**src/rtl/pix_key_pkg.sv**
```systemverilog
package pix_key_pkg;
  localparam int KEY_LANES = 3;

  typedef enum logic [2:0] {
    KM_EXT   = 3'b000,
    KM_ONE   = 3'b100,
    KM_PAIR  = 3'b101,
    KM_TWO   = 3'b110,
    KM_THREE = 3'b111
  } keyMode_e;

  typedef struct packed {
    logic useExt;
    logic cmpOne;
    logic cmpTwo;
    logic cmpThree;
    logic needPair;
    logic invert;
  } keyStrobe_t;
endpackage

```
**src/rtl/pix_key_ctrl.sv**
```systemverilog
module pix_key_ctrl
  import pix_key_pkg::*;
#(
  parameter int BYTE_W = 8,
  parameter int TAP_W  = 3
) (
  input  logic              clk,
  input  logic              rstN,
  input  logic              cfgLoad,
  input  logic [2:0]        cfgMode,
  input  logic [TAP_W-1:0]  cfgDelay,
  input  logic              cfgInvert,
  input  logic              cfgEnable,
  input  logic [BYTE_W-1:0] cfgKeyVal,
  output keyStrobe_t        strb,
  output logic [TAP_W-1:0]  tapSel,
  output logic [BYTE_W-1:0] keyVal
);
  logic [2:0] modeQ;
  logic       invQ;
  logic       enQ;

  always_ff @(posedge clk or negedge rstN) begin
    if (!rstN) begin
      modeQ  <= '0;
      tapSel <= '0;
      invQ   <= 1'b0;
      enQ    <= 1'b0;
      keyVal <= '0;
    end else if (cfgLoad) begin
      modeQ  <= cfgMode;
      tapSel <= cfgDelay;
      invQ   <= cfgInvert;
      enQ    <= cfgEnable;
      keyVal <= cfgKeyVal;
    end
  end

  always_comb begin
    strb        = '0;
    strb.invert = invQ;
    if (enQ) begin
      case (modeQ)
        KM_EXT:   strb.useExt = 1'b1;
        KM_ONE:   strb.cmpOne = 1'b1;
        KM_PAIR: begin
          strb.cmpTwo   = 1'b1;
          strb.needPair = 1'b1;
        end
        KM_TWO:   strb.cmpTwo = 1'b1;
        KM_THREE: strb.cmpThree = 1'b1;
        default:  ;
      endcase
    end
  end

  // a load captures the mode field on its edge
  p_load_capture_r1: assert property (@(posedge clk) disable iff (!rstN)
    cfgLoad |=> (modeQ == $past(cfgMode)));

  // at most one key source is ever selected
  p_one_source_r7: assert property (@(posedge clk) disable iff (!rstN)
    $onehot0({strb.useExt, strb.cmpOne, strb.cmpTwo, strb.cmpThree}));
endmodule

```
**src/rtl/pix_key_path.sv**
```systemverilog
module pix_key_path
  import pix_key_pkg::*;
#(
  parameter int BYTE_W = 8,
  parameter int STAGES = 8,
  parameter int TAP_W  = 3
) (
  input  logic                        clk,
  input  logic                        rstN,
  input  logic [KEY_LANES*BYTE_W-1:0] pixData,
  input  logic                        pixPairValid,
  input  logic                        extKey,
  input  keyStrobe_t                  strb,
  input  logic [TAP_W-1:0]            tapSel,
  input  logic [BYTE_W-1:0]           keyVal,
  output logic                        keyOut
);
  logic [KEY_LANES-1:0] laneEq;
  logic                 rawKey;
  logic [STAGES-1:0]    line;

  for (genvar g = 0; g < KEY_LANES; g++) begin : g_lane
    assign laneEq[g] = (pixData[g*BYTE_W +: BYTE_W] == keyVal);
  end

  always_comb begin
    rawKey = 1'b0;
    if (strb.useExt)        rawKey = extKey;
    else if (strb.cmpOne)   rawKey = laneEq[0];
    else if (strb.cmpTwo)   rawKey = laneEq[0] & laneEq[1] & (~strb.needPair | pixPairValid);
    else if (strb.cmpThree) rawKey = &laneEq;
  end

  always_ff @(posedge clk or negedge rstN) begin
    if (!rstN) line[0] <= 1'b0;
    else       line[0] <= rawKey;
  end

  for (genvar s = 1; s < STAGES; s++) begin : g_stage
    always_ff @(posedge clk or negedge rstN) begin
      if (!rstN) line[s] <= 1'b0;
      else       line[s] <= line[s-1];
    end
  end

  assign keyOut = line[tapSel] ^ strb.invert;

  // the external key reaches the first stage one edge later
  p_ext_follow_r2: assert property (@(posedge clk) disable iff (!rstN)
    strb.useExt |=> (line[0] == $past(extKey)));

  // no pair strobe, no key in the pair mode
  p_pair_gate_r6: assert property (@(posedge clk) disable iff (!rstN)
    (strb.needPair && !pixPairValid) |=> !line[0]);

  // the last stage follows the one before it
  p_stage_shift_r9: assert property (@(posedge clk) disable iff (!rstN)
    1'b1 |=> (line[STAGES-1] == $past(line[STAGES-2])));
endmodule

```
**src/rtl/pix_key_gen.sv**
```systemverilog
module pix_key_gen
  import pix_key_pkg::*;
#(
  parameter int BYTE_W = 8,
  parameter int STAGES = 8,
  localparam int TAP_W = $clog2(STAGES),
  localparam int PIX_W = KEY_LANES * BYTE_W
) (
  input  logic              clk,
  input  logic              rstN,
  input  logic              cfgLoad,
  input  logic [2:0]        cfgMode,
  input  logic [TAP_W-1:0]  cfgDelay,
  input  logic              cfgInvert,
  input  logic              cfgEnable,
  input  logic [BYTE_W-1:0] cfgKeyVal,
  input  logic [PIX_W-1:0]  pixData,
  input  logic              pixPairValid,
  input  logic              extKey,
  output logic              keyOut
);
  keyStrobe_t        strb;
  logic [TAP_W-1:0]  tapSel;
  logic [BYTE_W-1:0] keyVal;

  pix_key_ctrl #(.BYTE_W(BYTE_W), .TAP_W(TAP_W)) u_ctrl (
    .clk(clk), .rstN(rstN), .cfgLoad(cfgLoad), .cfgMode(cfgMode),
    .cfgDelay(cfgDelay), .cfgInvert(cfgInvert), .cfgEnable(cfgEnable),
    .cfgKeyVal(cfgKeyVal), .strb(strb), .tapSel(tapSel), .keyVal(keyVal)
  );

  pix_key_path #(.BYTE_W(BYTE_W), .STAGES(STAGES), .TAP_W(TAP_W)) u_path (
    .clk(clk), .rstN(rstN), .pixData(pixData), .pixPairValid(pixPairValid),
    .extKey(extKey), .strb(strb), .tapSel(tapSel), .keyVal(keyVal),
    .keyOut(keyOut)
  );
endmodule

```
**config.mk**
```make
export PLATFORM = sky130hd
export DESIGN_NAME = pix_key_gen
export DESIGN_NICKNAME = d
export VERILOG_FILES = /design/src/rtl/pix_key_pkg.sv /design/src/rtl/pix_key_ctrl.sv /design/src/rtl/pix_key_path.sv /design/src/rtl/pix_key_gen.sv
export SDC_FILE = /design/constraint.sdc
export NUM_CORES = 1
export LEC_CHECK = 0
export ABC_CLOCK_PERIOD_IN_PS = 4500
export CAP_MARGIN = 40
export CORE_ASPECT_RATIO = 0.75
export CORE_MARGIN = 2
export CORE_UTILIZATION = 35
export DETAILED_ROUTE_END_ITERATION = 10
export PLACE_DENSITY_LB_ADDON = 0.15
export SETUP_SLACK_MARGIN = 0.5
export SKIP_CTS_REPAIR_TIMING = 1
export SLEW_MARGIN = 20
export SYNTH_ARGS = -nofsm -noshare
export SYNTH_HDL_FRONTEND = slang
export SYNTH_SLANG_ARGS = --single-unit
```
**constraint.sdc**
```tcl
create_clock -name clk -period 4.5 [get_ports clk]
set_input_delay 0.9 -clock clk [delete_from_list [all_inputs] [get_ports clk]]
set_output_delay 0.9 -clock clk [all_outputs]
set_load 0.1 [all_outputs]
```
=== After elaboration in Yosys (flattened, before gate mapping) ===
Cells that the tools add are included.

* $lt $le $gt $ge: 1
* Multiplexer cells: 12
* Bitwise logic cells: 5
* Equality and inequality tests: 7
* Reduce and logical (&&, ||, !) cells: 3

{| class="wikitable"
|+ Operators by type and width
! operator !! number
|-
| equality test 8 bit || 3
|-
| equality test 3 bit, second input constant || 4
|-
| 2-to-1 mux 1 bit || 10
|-
| 2-to-1 mux 5 bit || 1
|-
| < comparator 3 x 4 -> 1 bit, second input constant || 1
|-
| binary-select mux 1 bit (select 3 bit) || 1
|-
| logical NOT 3 bit || 1
|-
| AND reduction 3 bit || 1
|-
| bitwise AND 1 bit || 2
|-
| OR reduction 2 bit || 1
|-
| NOT 1 bit || 1
|-
| bitwise OR 1 bit || 1
|-
| bitwise XOR 1 bit || 1
|}

* Flip-flop bits (word level): 24

=== Longest topological paths before layout ===
* Word-level depth: 10
* Depth in mapped cells: 4

=== By module ===
From an unflattened synthesis, not the netlist that was laid out.

* Cell total of the unflattened synthesis: 93
* Area, all modules: 1277.5 um^2

{| class="wikitable"
|+ Modules (own cells, without submodules)
! module !! area each (um^2) !! cells each !! instances
|-
| pix_key_ctrl || 701.9 || 43 || 1
|-
| pix_key_path || 575.6 || 50 || 1
|}

=== Worst setup path after synthesis ===
OpenSTA, ideal clock, no wires.

* Path kind: reg-to-output
* Start point: register u_ctrl.tapSel[0]
* End point: output keyOut
* Data arrival time: 2.362 ns
* Slack: 1.238 ns
* Required time: 3.600 ns
* Cell stages (with the launch flop): 4
* Buffers on the path: 0
* Cells stage by stage: dfrtp_1 mux4_2 mux2i_1 xnor2_1

* Word-level cells in the longest chain between the ends: 3

{| class="wikitable"
|+ RTL lines
! what !! line !! text
|-
| start, declared || pix_key_ctrl.sv:16 || <nowiki>output logic [TAP_W-1:0] tapSel,</nowiki>
|-
| start signal, assigned || pix_key_ctrl.sv:32 || <nowiki>tapSel <= cfgDelay;</nowiki>
|-
| binary-select mux 1 bit (select 3 bit) || pix_key_path.sv:46 || <nowiki>assign keyOut = line[tapSel] ^ strb.invert;</nowiki>
|-
| 2-to-1 mux 1 bit (implied by the code) || pix_key_path.sv:46 ||
|-
| bitwise XOR 1 bit || pix_key_path.sv:46 ||
|-
| end, declared || pix_key_gen.sv:20 || <nowiki>output logic keyOut</nowiki>
|}

No other way between the ends. The select of a mux whose other input is x is not followed.

=== Worst setup path after layout ===
Same ends and word-level chain as after synthesis.

==> flow_summary.ini <==
[timing]
post-route-min-period_ps = 3115
worst_pin_slew_ps = 738.9
finalHoldViolations = 0
drv_slew = 0
grt_setup_unrepaired = no
final.setup_skew_ps = 7.716
tns_ps = 0
finalSetupViolCount = 0
fmax_mhz = 321.1
relSlewSlack = 0.5059
finalCritPeriodShare = 0.6921

[layout]
syn_to_final_growth_pct = 50.37
n_antenna_cell = 0
layout-drive-gt1-share = 0.1838
finalNonFillerCells = 176
nets = 182

[synth]
syn-instance-count = 87
synth.distinct_cells = 19
synth-warning-count = 0
synthTopCellsByArea = dfrtp_1, mux2_2, xnor2_1, xor2_1, mux4_2
synthArstFlopShare = 1.000
ys_seq_elements = 24
yosysMostFrequentCell = dfrtp_1
yosysTopAreaCellShare = 0.5101
synth_edf_count = 0
avgSynthCellArea_um2 = 13.53
syn_area_um2 = 1177
yosys.area.top_type = dfrtp_1
synth.net_count = 132
ys_top_cells_by_count = dfrtp_1, xnor2_1, mux2_2
ys_seq_area_frac = 0.5101
synth_ff_type = dfrtp_1

[routing]
vias = 836
wire_per_inst_um = 14.02
final_antenna_net_count = 0
drc = 0
drt-initial-drc-count = 30
wirelength_um = 2468
avgViaCountPerCell = 4.750
firstDrtPassIters = 4

[setup_path]
cp-start-kind = register
startpoint = u_ctrl.tapSel[0]$_DFFE_PN0P_
crit_path_top_delay_cell = clkdlybuf4s50_1
crit_path_cell_trace = mux4_2 > mux2i_1 > xnor2_1 > clkdlybuf4s50_1 > buf_8
rrSetupSlack_ps = 3040
cpPeakStageDelay_ps = 530
required_ps = 3600
critical_path_class = register to output port
end_kind = output port
cp_data_arrival_time_ps = 2210
rr_startpoint = u_ctrl.keyVal[5]$_DFFE_PN0P_
cp_max_fo = 3
worstRegToRegCells = 4
r2r-end = u_path.line[0]$_DFF_PN0_

[pwr]
intPower_w = 0.0004270
powerDensity_nw_per_um2 = 311.4
switching_power_w = 0.0001243
switching_share = 0.2254
leakage_nw = 0.6982
ir_drop_mv = 0.2885
pwr-share-seq = 0.451
clkPwrFrac = 0.333
p_comb_frac = 0.217

[floorplanning]
placementRows = 18
start_util = 0.3630
die_width_um = 70.97
dieArea_um2 = 3849
die_h_um = 54.23
placeableCoreArea_um2 = 3243
io_pins = 46

[clocking]
cts_sinks = 24
clock_path_buffers = 2
root_buffer = clkbuf_8
clkTransAtPathRegs_ps = 90
cts_buffers = 3
clk-insertion-delay-late_ps = 260
cts-htree-levels = 1
cts_tree = done

[hold_path]
min_from = u_path.line[2]$_DFF_PN0_
hold_end = u_path.line[3]$_DFF_PN0_
hold_depth = 0
hold_path_class = register to register

[status]
status = finished clean

[global_routing]
grt-busiest-layer = met1
grt_pass1_vias = 794
grt_use_met3 = 0.05341
grt_overflow_total = 0
grt_pass1_wl_um = 3870
grtUsageTotal = 0.1385
grt_max_degree = 18
antenna_found_initial = 0
met2_usage = 0.1978
globalRouteMet1Util = 0.2002

[placement]
hpwl_um = 1998
dp_cells = 172
io_buffers = 45
gp_congestion = 0.8700

[flow_run]
max_cap_viol_count = 0
## cell families (layout without fill, tap and decap cells)
group                  Yosys count  after routing  synth area share
XOR/XNOR                        25             25            0.1860
AND/OR/NAND/NOR                 13             13           0.07013
AO/OA/AOI/OAI                    4              4           0.02657
multiplexers                    19             19            0.1998
buffers and inverters            2             51          0.007432
flip-flops                      24             24            0.5101
## state kept, by name, summed over array words and instances, names as in the netlist
register       flops
u_ctrl.modeQ       3
u_ctrl.enQ         1
u_path.line        8
u_ctrl.keyVal      8
u_ctrl.invQ        1
u_ctrl.tapSel      3
## metal layers
| metal | share of wire | vias up |
|---|---|---|
| met4 | 0.0057 | 0 |
| met1 | 0.49 | 401 |
| met5 | 0 | - |
| met3 | 0.085 | 2 |
| met2 | 0.41 | 29 |
| li1 | - | 404 |
## placed cells by master (no fill, tap or decap), types with 3 or more instances in the layout
cell type        Yosys  final
mux2_2              16     16
clkdlybuf4s50_1      0     45
clkbuf_8             0      3
nand2_1              3      3
xnor2_1             19     19
nand4_1              3      3
xor2_1               6      6
dfrtp_1             24     24
## critical path: cells and delay by family, from the launching register on
family | cells | cell delay, ps
DFF | 1 | 400
xor gates and xnor gates | 1 | 130
muxes | 2 | 690
buffers and inverters | 2 | 730
## stage by stage
step / cell area [um^2] / setup WS [ps] / hold slack, ps / utilization / power [W]
4_1_cts: 1770 / 1347 / 383.9 / 0.5459 / 0.0005620
5_1_grt: 1770 / 1255 / 393.1 / 0.5459 / 0.0005837
3_3_place_gp: 1669 / 1229 / 355.1 / 0.5147 / 0.0003674
3_5_place_dp: 1699 / 1641 / 365.5 / 0.5239 / 0.0003741
2_1_floorplan: 1177 / 1238 / 348.8 / - / 0.0003108
6_report: 1770 / 1385 / 378.9 / 0.5459 / 0.0005513
## area by class of cell
class / count / area, um^2
well taps: 40 / 50.05
multi-input cells: 61 / 568.0
fillers: 280 / 1473
flip-flops and latches: 24 / 600.6
repair buffers: 47 / 480.5
clock inverters: 1 / 30.03
clock buffers: 3 / 41.29
## how the worst max path moves through the flow
stage | endpoint | slack [ps] | depth (start not counted)
2_1_floorplan | keyOut | 1240 | 3
3_3_place_gp | keyOut | 1230 | 4
3_5_place_dp | keyOut | 1640 | 5
4_1_cts | keyOut | 1350 | 5
5_1_grt | keyOut | 1260 | 5
6_report | keyOut | 1390 | 5
## power groups by stage
| stage | Clock (W) | Sequential (W) | Combinational [W] |
|---|---|---|---|
| floorplan | 0 | 0.000249 | 0.0000617 |
| global placement | 0 | 0.000253 | 0.000115 |
| detailed placement | 0 | 0.000253 | 0.000121 |
| CTS | 0.000192 | 0.000249 | 0.000121 |
| global route | 0.000203 | 0.000252 | 0.000129 |
| finish | 0.000183 | 0.000249 | 0.000119 |
(Power assumes the default switching activity.)
